**config.mk**
```make
export PLATFORM = sky130hd
export DESIGN_NAME = clkcfg_seq
export DESIGN_NICKNAME = d
export VERILOG_FILES = /design/src/rtl/clkcfg_pkg.sv /design/src/rtl/clkcfg_field_enc.sv /design/src/rtl/clkcfg_word_reg.sv /design/src/rtl/clkcfg_seq_ctrl.sv /design/src/rtl/clkcfg_ratio.sv /design/src/rtl/clkcfg_seq.sv
export SDC_FILE = /design/constraint.sdc
export NUM_CORES = 1
export LEC_CHECK = 0
export CELL_PAD_IN_SITES_DETAIL_PLACEMENT = 0
export CELL_PAD_IN_SITES_GLOBAL_PLACEMENT = 1
export CORE_ASPECT_RATIO = 1.2
export CORE_UTILIZATION = 42
export CTS_BUF_LIST = sky130_fd_sc_hd__clkbuf_16
export DETAILED_ROUTE_END_ITERATION = 12
export PLACE_DENSITY = 0.8
export SYNTH_ARGS = -nofsm -noshare
export SYNTH_HDL_FRONTEND = slang
export SYNTH_HIERARCHICAL = 1
export SYNTH_SLANG_ARGS = --single-unit
```
**constraint.sdc**
```tcl
create_clock -name clk -period 6.2 [get_ports clk]
set_input_delay 1.55 -clock clk [delete_from_list [all_inputs] [get_ports clk]]
set_output_delay 1.55 -clock clk [all_outputs]
set_load 0.03 [all_outputs]
```
**src/rtl/clkcfg_pkg.sv**
```systemverilog
package clkcfg_pkg;
    localparam int WORD_W    = 32;
    localparam int PLLEN_BIT = 24;
    localparam int IDIV_LSB  = 18;
    localparam int IDIV_W    = 6;
    localparam int VMUL_LSB  = 8;
    localparam int VMUL_W    = 10;
    localparam int PDIV_LSB  = 4;
    localparam int PDIV_W    = 4;
    localparam int XLD_LSB   = 2;
    localparam int XLD_W     = 2;
    localparam int SRC_W     = 2;
    localparam int SEL_W     = 3;
    localparam int VAL_W     = VMUL_W + 1;
    localparam int RMUL_W    = VMUL_W + 1;
    localparam int PRAT_W    = PDIV_W + 1;
    localparam int RDIV_W    = (IDIV_W + 1) + PRAT_W;

    typedef enum logic [SRC_W-1:0] {
        SRC_RCFAST = 2'd0,
        SRC_RCSLOW = 2'd1,
        SRC_XTAL   = 2'd2,
        SRC_PLL    = 2'd3
    } clk_src_e;

    typedef enum logic [SEL_W-1:0] {
        FS_PLLEN = 3'd0,
        FS_IDIV  = 3'd1,
        FS_VMUL  = 3'd2,
        FS_PDIV  = 3'd3,
        FS_XLOAD = 3'd4
    } fld_sel_e;

    typedef enum logic [1:0] {
        ST_IDLE   = 2'd0,
        ST_SETTLE = 2'd1,
        ST_COMMIT = 2'd2
    } seq_state_e;
endpackage

```
**src/rtl/clkcfg_field_enc.sv**
```systemverilog
module clkcfg_field_enc
    import clkcfg_pkg::*;
(
    input  logic [SEL_W-1:0]  sel,
    input  logic [VAL_W-1:0]  val,
    output logic [WORD_W-1:0] mask,
    output logic [WORD_W-1:0] bits,
    output logic              legal
);
    fld_sel_e         sel_e;
    logic [VAL_W-1:0] val_m1;
    logic [PDIV_W-1:0] half_m1;
    logic             unused_hi;

    assign sel_e     = fld_sel_e'(sel);
    assign val_m1    = val - 1'b1;
    assign half_m1   = val[PDIV_W:1] - 1'b1;
    assign unused_hi = val_m1[VAL_W-1] ^ (^val[VAL_W-1:PDIV_W+1]);

    always_comb begin
        mask  = '0;
        bits  = '0;
        legal = 1'b1;
        case (sel_e)
            FS_PLLEN: begin
                mask[PLLEN_BIT] = 1'b1;
                bits[PLLEN_BIT] = val[0];
            end
            FS_IDIV: begin
                mask[IDIV_LSB +: IDIV_W] = '1;
                bits[IDIV_LSB +: IDIV_W] = val_m1[IDIV_W-1:0];
            end
            FS_VMUL: begin
                mask[VMUL_LSB +: VMUL_W] = '1;
                bits[VMUL_LSB +: VMUL_W] = val_m1[VMUL_W-1:0];
            end
            FS_PDIV: begin
                mask[PDIV_LSB +: PDIV_W] = '1;
                bits[PDIV_LSB +: PDIV_W] = half_m1;
            end
            FS_XLOAD: begin
                mask[XLD_LSB +: XLD_W] = '1;
                bits[XLD_LSB +: XLD_W] = val[XLD_W-1:0];
            end
            default: legal = 1'b0;
        endcase
    end
endmodule

```
**src/rtl/clkcfg_word_reg.sv**
```systemverilog
module clkcfg_word_reg
    import clkcfg_pkg::*;
(
    input  logic              clk,
    input  logic              rst_n,
    input  logic              wr_en,
    input  logic [WORD_W-1:0] wr_mask,
    input  logic [WORD_W-1:0] wr_bits,
    input  logic              clr,
    input  logic              src_wr,
    input  logic [SRC_W-1:0]  src_val,
    output logic [WORD_W-1:0] cfg
);
    logic [WORD_W-1:0] cfg_q;

    always_ff @(posedge clk or negedge rst_n) begin
        if (!rst_n) begin
            cfg_q <= '0;
        end else if (clr) begin
            cfg_q <= '0;
        end else if (src_wr) begin
            cfg_q[SRC_W-1:0] <= src_val;
        end else if (wr_en) begin
            cfg_q <= (cfg_q & ~wr_mask) | wr_bits;
        end
    end

    assign cfg = cfg_q;

    // bits outside the written field keep their value
    assert_rmw_keeps_others_R5: assert property (@(posedge clk) disable iff (!rst_n)
        (wr_en && !clr && !src_wr) |=> ((cfg_q & ~$past(wr_mask)) == ($past(cfg_q) & ~$past(wr_mask))));
endmodule

```
**src/rtl/clkcfg_seq_ctrl.sv**
```systemverilog
module clkcfg_seq_ctrl
    import clkcfg_pkg::*;
#(
    parameter int SETTLE_CYC = 200000
) (
    input  logic              clk,
    input  logic              rst_n,
    input  logic              fld_we,
    input  logic              fld_legal,
    input  logic              cmd_valid,
    input  logic [SRC_W-1:0]  cmd_src,
    input  logic [WORD_W-1:0] cfg_word,
    output logic              fld_take,
    output logic              cfg_clear,
    output logic              src_commit,
    output logic [SRC_W-1:0]  src_pend,
    output logic [WORD_W-1:0] applied_word,
    output logic              busy,
    output logic              err
);
    localparam int CNT_W = (SETTLE_CYC > 1) ? $clog2(SETTLE_CYC) : 1;
    localparam logic [CNT_W-1:0] CNT_LAST = CNT_W'(SETTLE_CYC - 1);

    seq_state_e        state_q, state_d;
    logic [CNT_W-1:0]  cnt_q;
    logic [SRC_W-1:0]  pend_q;
    logic [WORD_W-1:0] applied_q;
    logic              err_q;
    logic              idle, cmd_take, rc_take, slow_take, settle_done, refuse;

    assign idle        = (state_q == ST_IDLE);
    assign cmd_take    = idle && cmd_valid;
    assign rc_take     = cmd_take && !cmd_src[1];
    assign slow_take   = cmd_take && cmd_src[1];
    assign settle_done = (cnt_q == CNT_LAST);
    assign refuse      = (!idle && (fld_we || cmd_valid)) || (cmd_take && fld_we);

    // next-state logic
    always_comb begin
        state_d = state_q;
        unique case (state_q)
            ST_IDLE:   if (slow_take) state_d = ST_SETTLE;
            ST_SETTLE: if (settle_done) state_d = ST_COMMIT;
            ST_COMMIT: state_d = ST_IDLE;
            default:   state_d = ST_IDLE;
        endcase
    end

    // state register
    always_ff @(posedge clk or negedge rst_n) begin
        if (!rst_n) state_q <= ST_IDLE;
        else        state_q <= state_d;
    end

    // registered outputs and datapath
    always_ff @(posedge clk or negedge rst_n) begin
        if (!rst_n) begin
            cnt_q     <= '0;
            pend_q    <= SRC_RCFAST;
            applied_q <= '0;
            err_q     <= 1'b0;
        end else begin
            err_q <= refuse;
            unique case (state_q)
                ST_IDLE: begin
                    if (rc_take) begin
                        applied_q <= {{(WORD_W-SRC_W){1'b0}}, cmd_src};
                    end else if (slow_take) begin
                        applied_q <= cfg_word;
                        pend_q    <= cmd_src;
                        cnt_q     <= '0;
                    end
                end
                ST_SETTLE: begin
                    if (!settle_done) cnt_q <= cnt_q + 1'b1;
                end
                ST_COMMIT: begin
                    applied_q <= {cfg_word[WORD_W-1:SRC_W], pend_q};
                end
                default: cnt_q <= '0;
            endcase
        end
    end

    assign fld_take     = idle && fld_we && !cmd_valid && fld_legal;
    assign cfg_clear    = rc_take;
    assign src_commit   = (state_q == ST_COMMIT);
    assign src_pend     = pend_q;
    assign applied_word = applied_q;
    assign busy         = !idle;
    assign err          = err_q;

    // first apply copies the stored word and the sequence starts
    assert_first_apply_R7: assert property (@(posedge clk) disable iff (!rst_n)
        slow_take |=> (state_q == ST_SETTLE && applied_q == $past(cfg_word)));

    // the applied word is held during settling
    assert_settle_hold_R8: assert property (@(posedge clk) disable iff (!rst_n)
        (state_q == ST_SETTLE) |=> $stable(applied_q));

    // the commit lands on a crystal or PLL source and ends the sequence
    assert_commit_slow_src_R8: assert property (@(posedge clk) disable iff (!rst_n)
        (state_q == ST_COMMIT) |=> (state_q == ST_IDLE && applied_q[1]));
endmodule

```
**src/rtl/clkcfg_ratio.sv**
```systemverilog
module clkcfg_ratio
    import clkcfg_pkg::*;
(
    input  logic [IDIV_W-1:0] idiv_code,
    input  logic [VMUL_W-1:0] vmul_code,
    input  logic [PDIV_W-1:0] pdiv_code,
    input  logic [SRC_W-1:0]  src,
    output logic [RMUL_W-1:0] ratio_mul,
    output logic [RDIV_W-1:0] ratio_div,
    output logic              ratio_valid
);
    logic [PRAT_W-1:0] post_ratio;
    logic [RDIV_W-1:0] idiv_ratio;

    assign post_ratio  = (pdiv_code == '1) ? PRAT_W'(1) : ({1'b0, pdiv_code} + 1'b1) << 1;
    assign idiv_ratio  = RDIV_W'(idiv_code) + 1'b1;
    assign ratio_mul   = RMUL_W'(vmul_code) + 1'b1;
    assign ratio_div   = idiv_ratio * RDIV_W'(post_ratio);
    assign ratio_valid = (src == SRC_PLL);
endmodule

```
**src/rtl/clkcfg_seq.sv**
```systemverilog
module clkcfg_seq
    import clkcfg_pkg::*;
#(
    parameter int SETTLE_CYC = 200000
) (
    input  logic        clk,
    input  logic        rst_n,
    input  logic        fld_we,
    input  logic [2:0]  fld_sel,
    input  logic [10:0] fld_val,
    input  logic        cmd_valid,
    input  logic [1:0]  cmd_src,
    output logic [31:0] cfg_word,
    output logic [31:0] applied_word,
    output logic        busy,
    output logic        err,
    output logic [10:0] ratio_mul,
    output logic [11:0] ratio_div,
    output logic        ratio_valid
);
    logic [WORD_W-1:0] enc_mask, enc_bits, cfg_w, app_w;
    logic              enc_legal, fld_take, cfg_clear, src_commit;
    logic [SRC_W-1:0]  src_pend;

    clkcfg_field_enc u_enc (
        .sel   (fld_sel),
        .val   (fld_val),
        .mask  (enc_mask),
        .bits  (enc_bits),
        .legal (enc_legal)
    );

    clkcfg_word_reg u_reg (
        .clk     (clk),
        .rst_n   (rst_n),
        .wr_en   (fld_take),
        .wr_mask (enc_mask),
        .wr_bits (enc_bits),
        .clr     (cfg_clear),
        .src_wr  (src_commit),
        .src_val (src_pend),
        .cfg     (cfg_w)
    );

    clkcfg_seq_ctrl #(.SETTLE_CYC(SETTLE_CYC)) u_ctrl (
        .clk          (clk),
        .rst_n        (rst_n),
        .fld_we       (fld_we),
        .fld_legal    (enc_legal),
        .cmd_valid    (cmd_valid),
        .cmd_src      (cmd_src),
        .cfg_word     (cfg_w),
        .fld_take     (fld_take),
        .cfg_clear    (cfg_clear),
        .src_commit   (src_commit),
        .src_pend     (src_pend),
        .applied_word (app_w),
        .busy         (busy),
        .err          (err)
    );

    clkcfg_ratio u_ratio (
        .idiv_code   (app_w[IDIV_LSB +: IDIV_W]),
        .vmul_code   (app_w[VMUL_LSB +: VMUL_W]),
        .pdiv_code   (app_w[PDIV_LSB +: PDIV_W]),
        .src         (app_w[SRC_W-1:0]),
        .ratio_mul   (ratio_mul),
        .ratio_div   (ratio_div),
        .ratio_valid (ratio_valid)
    );

    assign cfg_word     = cfg_w;
    assign applied_word = app_w;

    // a write during a switch is refused and leaves the word alone
    assert_busy_refuses_R9: assert property (@(posedge clk) disable iff (!rst_n)
        (busy && fld_we) |=> (err && $stable(cfg_word)));

    // RC command clears the word and applies the bare source code
    assert_rc_clears_R6: assert property (@(posedge clk) disable iff (!rst_n)
        (!busy && cmd_valid && !cmd_src[1]) |=>
            (cfg_word == '0 && applied_word[1:0] == $past(cmd_src) && !busy));

    // when the switch completes both words agree
    assert_final_match_R8: assert property (@(posedge clk) disable iff (!rst_n)
        $fell(busy) |-> (applied_word == cfg_word));
endmodule

```
# After elaboration in Yosys (flattened, before gate mapping)
# Cells that the tools add are included.
word_totals:
  output_inout_bits: 90
  word_cells: 84
  reg_bits: 87
  in_bits: 20
classes:
  eq_ne: 15
  n_reduce_logical: 24
  add_sub_neg: 6
  multipliers: 1
  n_bitwise: 5
  n_mux: 26
op_table:
  columns: ["cell", "n"]
  rows:
  - ["$mux 32", 4]
  - ["$pmux 32 s2", 1]
  - ["$mux 18", 3]
  - ["$pmux 18 s3", 1]
  - ["$and 32x32->32", 1]
  - ["$not 25->32", 1]
  - ["$or 32x25->32", 1]
  - ["$mux 30", 1]
  - ["$mux 10", 2]
  - ["$add 18x1->18 const B", 1]
  - ["$eq 18x18->1 const B", 1]
  - ["$mul 12x5->12", 1]
  - ["$mux 6", 2]
  - ["$add 10x1->11 const B", 1]
  - ["$mux 2", 5]
  - ["$sub 10x1->10 const B", 1]
  - ["$logic_and 1x1->1", 8]
  - ["$mux 4", 2]
  - ["$ne 2x2->1 const B", 4]
  - ["$add 6x1->7 const B", 1]
  - ["$eq 3x2->1 const B", 2]
  - ["$reduce_and 2->1", 3]
  - ["$mux 5", 1]
  - ["$reduce_or 5->1", 1]
  - ["20 further kinds", 28]

# Depth between registers and ports, before layout
depth:
  depth_word: 8
  depth_mapped: 16
  depth_no_buf: 16

# By module
# Netlist, hierarchy kept.
modules_own_cells:
  columns: ["mod", "instances", "cells_each", "seq_area_each_um2", "area_per_inst_um2"]
  rows:
  - ["clkcfg_seq_ctrl", 1, 226, 1376.3, 2417.3]
  - ["clkcfg_word_reg", 1, 151, 800.8, 1843.0]
  - ["clkcfg_ratio", 1, 179, 0.0, 1400.1]
  - ["clkcfg_field_enc", 1, 101, 0.0, 653.1]

# Least setup slack after synthesis
# No wires, ideal clock.
synth_path:
  path_kind: "flip-flop to output port"
  from: "register u_ctrl.applied_q[4], in the netlist u_ctrl/applied_word[4]"
  to: "output port ratio_div[11]"
  n_path_buf: 0
  stages_incl_launch_ff: 16
  arrival_ns: 4.775
  t_required_ns: 4.650
  setup_slack_ns: -0.125
  path_cell_list: "dfrtp_1 > ha_1 > a21o_1 > nand2_1 > a21oi_1 > nor2b_1 > fa_1 > fa_1 > inv_1 > fa_1 > inv_1 > ha_1 > and3_2 > a2111oi_4 > nor3_1 > or4_1"
synth_between:
  elab_chain_len: 3
  word_cells_on_any_way: 4
  classes_between: "add/sub: 1; mul: 1; eq/ne: 1; mux: 1"
synth_rtl:
  columns: ["item", "line", "text"]
  rows:
  - ["from (decl)", "clkcfg_seq_ctrl.sv:27", "logic [WORD_W-1:0] applied_q;"]
  - ["from (signal assigned)", "clkcfg_seq_ctrl.sv:67", "applied_q <= {{(WORD_W-SRC_W){1'b0}}, cmd_src};"]
  - ["from (signal assigned)", "clkcfg_seq_ctrl.sv:69", "applied_q <= cfg_word;"]
  - ["from (signal assigned)", "clkcfg_seq_ctrl.sv:78", "applied_q <= {cfg_word[WORD_W-1:SRC_W], pend_q};"]
  - ["$add 4x1->4 / $eq 4x4->1 (equally long branches)", "clkcfg_ratio.sv:15", "assign post_ratio = (pdiv_code == '1) ? PRAT_W'(1) : ({1'b0, pdiv_code} + 1'b1) << 1;"]
  - ["$mux 5 (*)", "clkcfg_ratio.sv:15", null]
  - ["$mul 12x5->12 (*)", "clkcfg_ratio.sv:18", "assign ratio_div = idiv_ratio * RDIV_W'(post_ratio);"]
  - ["to (decl)", "clkcfg_seq.sv:18", "output logic [11:0] ratio_div,"]
# Every way passes the cells marked *; elsewhere a longest branch is shown, timed or not.

# Worst setup path after layout
# Ends and elaborated chain as after synthesis.

==> out/results.txt <==
Mapped cell area - 6310 µm²
Final #Nets - 808
Worst setup EP type - output pin
Maximum VDD drop - 120 µV
DRC viols - 0
Crit Path Category - register to output pin
Pre-CTS setup slack - 50.3 ps
Synth top area share - 34.5%
Synth unique cells - 64
Die width - 114 µm
Clock buffer depth - 2
CP Data Required Time - 4650 ps
First-pass GRT wire length - 25,000 µm
Worst Skew - 8.76 ps
Total CTS buffers - 9
Setup WS post-layout - 81.2 ps
ANT nets after route - 0
Clk_lat worst skew - 340 ps
Num Clock Sinks - 87
Setup-failing EPs final - 0
Final Max Tran Viols - 0
Largest net degree at the start of global routing - 77
Synth warn - 6
DR vias/cell - 5.42
Synth Register Bits - 87
Most area-consuming cells after synthesis - dfrtp_1 34%, ha_1 5.4%, and4bb_1 5.2%, fa_1 4.8%, buf_4 4.6%
Detail Placement HPWL - 11,000 µm
Synth Flop Type - dfrtp_1
DR vias - 5,154
Vias in the first global route - 4,989
Starting Density - 43.4%
Leakage - 3.40 nW
Final critical-path required period - 6120 ps
Tot GR Track Use - 20.0%
Ant diodes - 0
Startpoint class of the critical path - register
CP max FO - 4
Die Height - 136 µm
Area Growth Syn to Fin - 26.3%
CTS tree - built
Detailed Route Iter0 Violations - 250
Drt pass-1 iters - 5
Async SR Flop Fraction - 100%
Core Region - 14,500 µm²
Status - complete, no violations
Ports - 110
Seq/Total Area, Yosys - 34.5%
Core Rows - 48
Power Density - 155 nW/µm²
Hold Path Class - register to register
Syn avg cell area - 9.61 µm²
Relative slew slack - 29.0%
Final wirelength - 15,200 µm
Commonest non-fill, non-tap cells in the layout - 102 x clkdlybuf4s50_1, 83 x dfrtp_1, 52 x nor2_1
Crit path DAT - 4570 ps
WL per Instance - 16.0 µm
# hold bufs at CTS - 0
Reg clk slew, reported paths - 60 ps
Synth area leader - dfrtp_1
Overflow after GRT - 0
Post-synth EDFFs - 0
Routability cong. - 0.837
Post-Route Utilization - 54.9%
Initial antenna violation count - 0
Layout cells sized above 1 - 12.5%
RSZ-0062 raised after global routing - true
H-tree Lvls - 3
Max Cap Viol - 0
Cells after Synth - 657
Die area - 15,500 µm²
I/O Buffers - 108
Root Buffer - clkbuf_16
Achievable Freq - 163 MHz
Leading cell type in the layout, fill and taps excluded - clkdlybuf4s50_1
Final hold vios - 0
Total Neg Setup Slack - 0 ps
Worst-Margin Slew - 1060 ps
Crit share post-route - 98.7%
[worst paths after layout]
kind | slack (ps) | startpoint | end | cells past startpoint
worst max register to register | 3840 | u_ctrl/state_q[0] | u_reg/cfg[4] | 5
max in group asynchronous | 3930 | rst_n | u_ctrl/applied_word[5] | 2
worst min register to register | 510 | u_ctrl/applied_word[24] | u_ctrl/applied_word[24] | 1
min in group asynchronous | 1040 | rst_n | u_ctrl/applied_word[1] | 1
worst max-delay path | 80 | u_ctrl/applied_word[4] | ratio_div[11] | 15
worst min-delay path | 510 | u_ctrl/applied_word[24] | u_ctrl/applied_word[24] | 1
[critical path, cell delays in order (launching register included)]
cell and delay (ps):
dfrtp_2 430, ha_4 180, a21o_1 160, nand2_2 90, a21oi_4 80, or2_4 250
fa_1 530, fa_1 430, fa_1 510, inv_2 50, ha_4 240, and3_4 190
a2111oi_4 360, nor3_1 80, or4_4 520, buf_6 150
[timing repair]
action	CTS	global route
gates resized for setup	18	15
endpoints found under the setup margin	7	3
pin swaps	10	13
buffers inserted	4	5
[cell usage after synthesis (15+ instances only)]
library cell and instances:
a31o_1 30, ha_1 27, a21oi_1 18, and4bb_1 26, inv_1 37, nand3_1 21
dfrtp_1 87, o21ai_0 20, fa_1 15, buf_4 39, nor2_1 55, a22o_1 30
xnor2_1 18, nand2_1 32, nand3b_1 33
[kinds of logic after synthesis]
| group | Yosys count | share of synthesized area [%] |
|---|---|---|
| other | 1 | 0.0594 |
| AO/OA/AOI/OAI | 137 | 16.4 |
| AND/OR/NAND/NOR | 252 | 25.1 |
| flip-flops | 87 | 34.5 |
| XOR/XNOR | 26 | 3.61 |
| adder cells (fa/ha/maj) | 43 | 10.3 |
| multiplexers | 3 | 0.495 |
| buffers and inverters | 108 | 9.49 |
[final cells by class]
class                   count  area [µm²]
inverters                  37         139
flip-flops and latches     87        2180
well taps                 200         250
repair buffers            132        1280
fillers                  1316        6560
clock buffers               9         225
multi-input cells         479        3790
clock inverters             7         104
[routing by layer]
metal / global-route usage [%] / part of all wire, % / up-vias / wire length (µm)
met3: 2.76 / 3.5 / 17 / 526
met2: 35.7 / 52 / 106 / 7950
met4: 6.49 / 1.6 / 0 / 245
li1: - / - / 2498 / -
met1: 24.8 / 43 / 2533 / 6470
met5: 0 / 0 / - / 0
[flip-flops by register name, indices dropped and copies added (netlist names)]
| signal | flops |
|---|---|
| u_ctrl/applied_word | 32 |
| u_ctrl/err | 1 |
| u_reg/cfg | 32 |
| u_ctrl/src_pend | 2 |
| u_ctrl/state_q | 2 |
| u_ctrl/cnt_q | 18 |
[stage by stage]
step	cells	total power, mW	instance area [µm²]	hold slack (ps)
6_report	951	1.23	7970	509
3_5_place_dp	927	0.653	7400	495
4_1_cts	946	1.25	7850	513
3_3_place_gp	927	0.652	7400	484
2_1_floorplan	674	0.626	6380	463
5_1_grt	951	1.28	7970	531
[power breakdown]
| part | internal (mW) | switching [mW] |
|---|---|---|
| registers | 0.571 | 0.00309 |
| clock network | 0.358 | 0.236 |
| logic | 0.0265 | 0.0403 |
| total | 0.955 | 0.279 |
(Power assumes the default switching activity.)
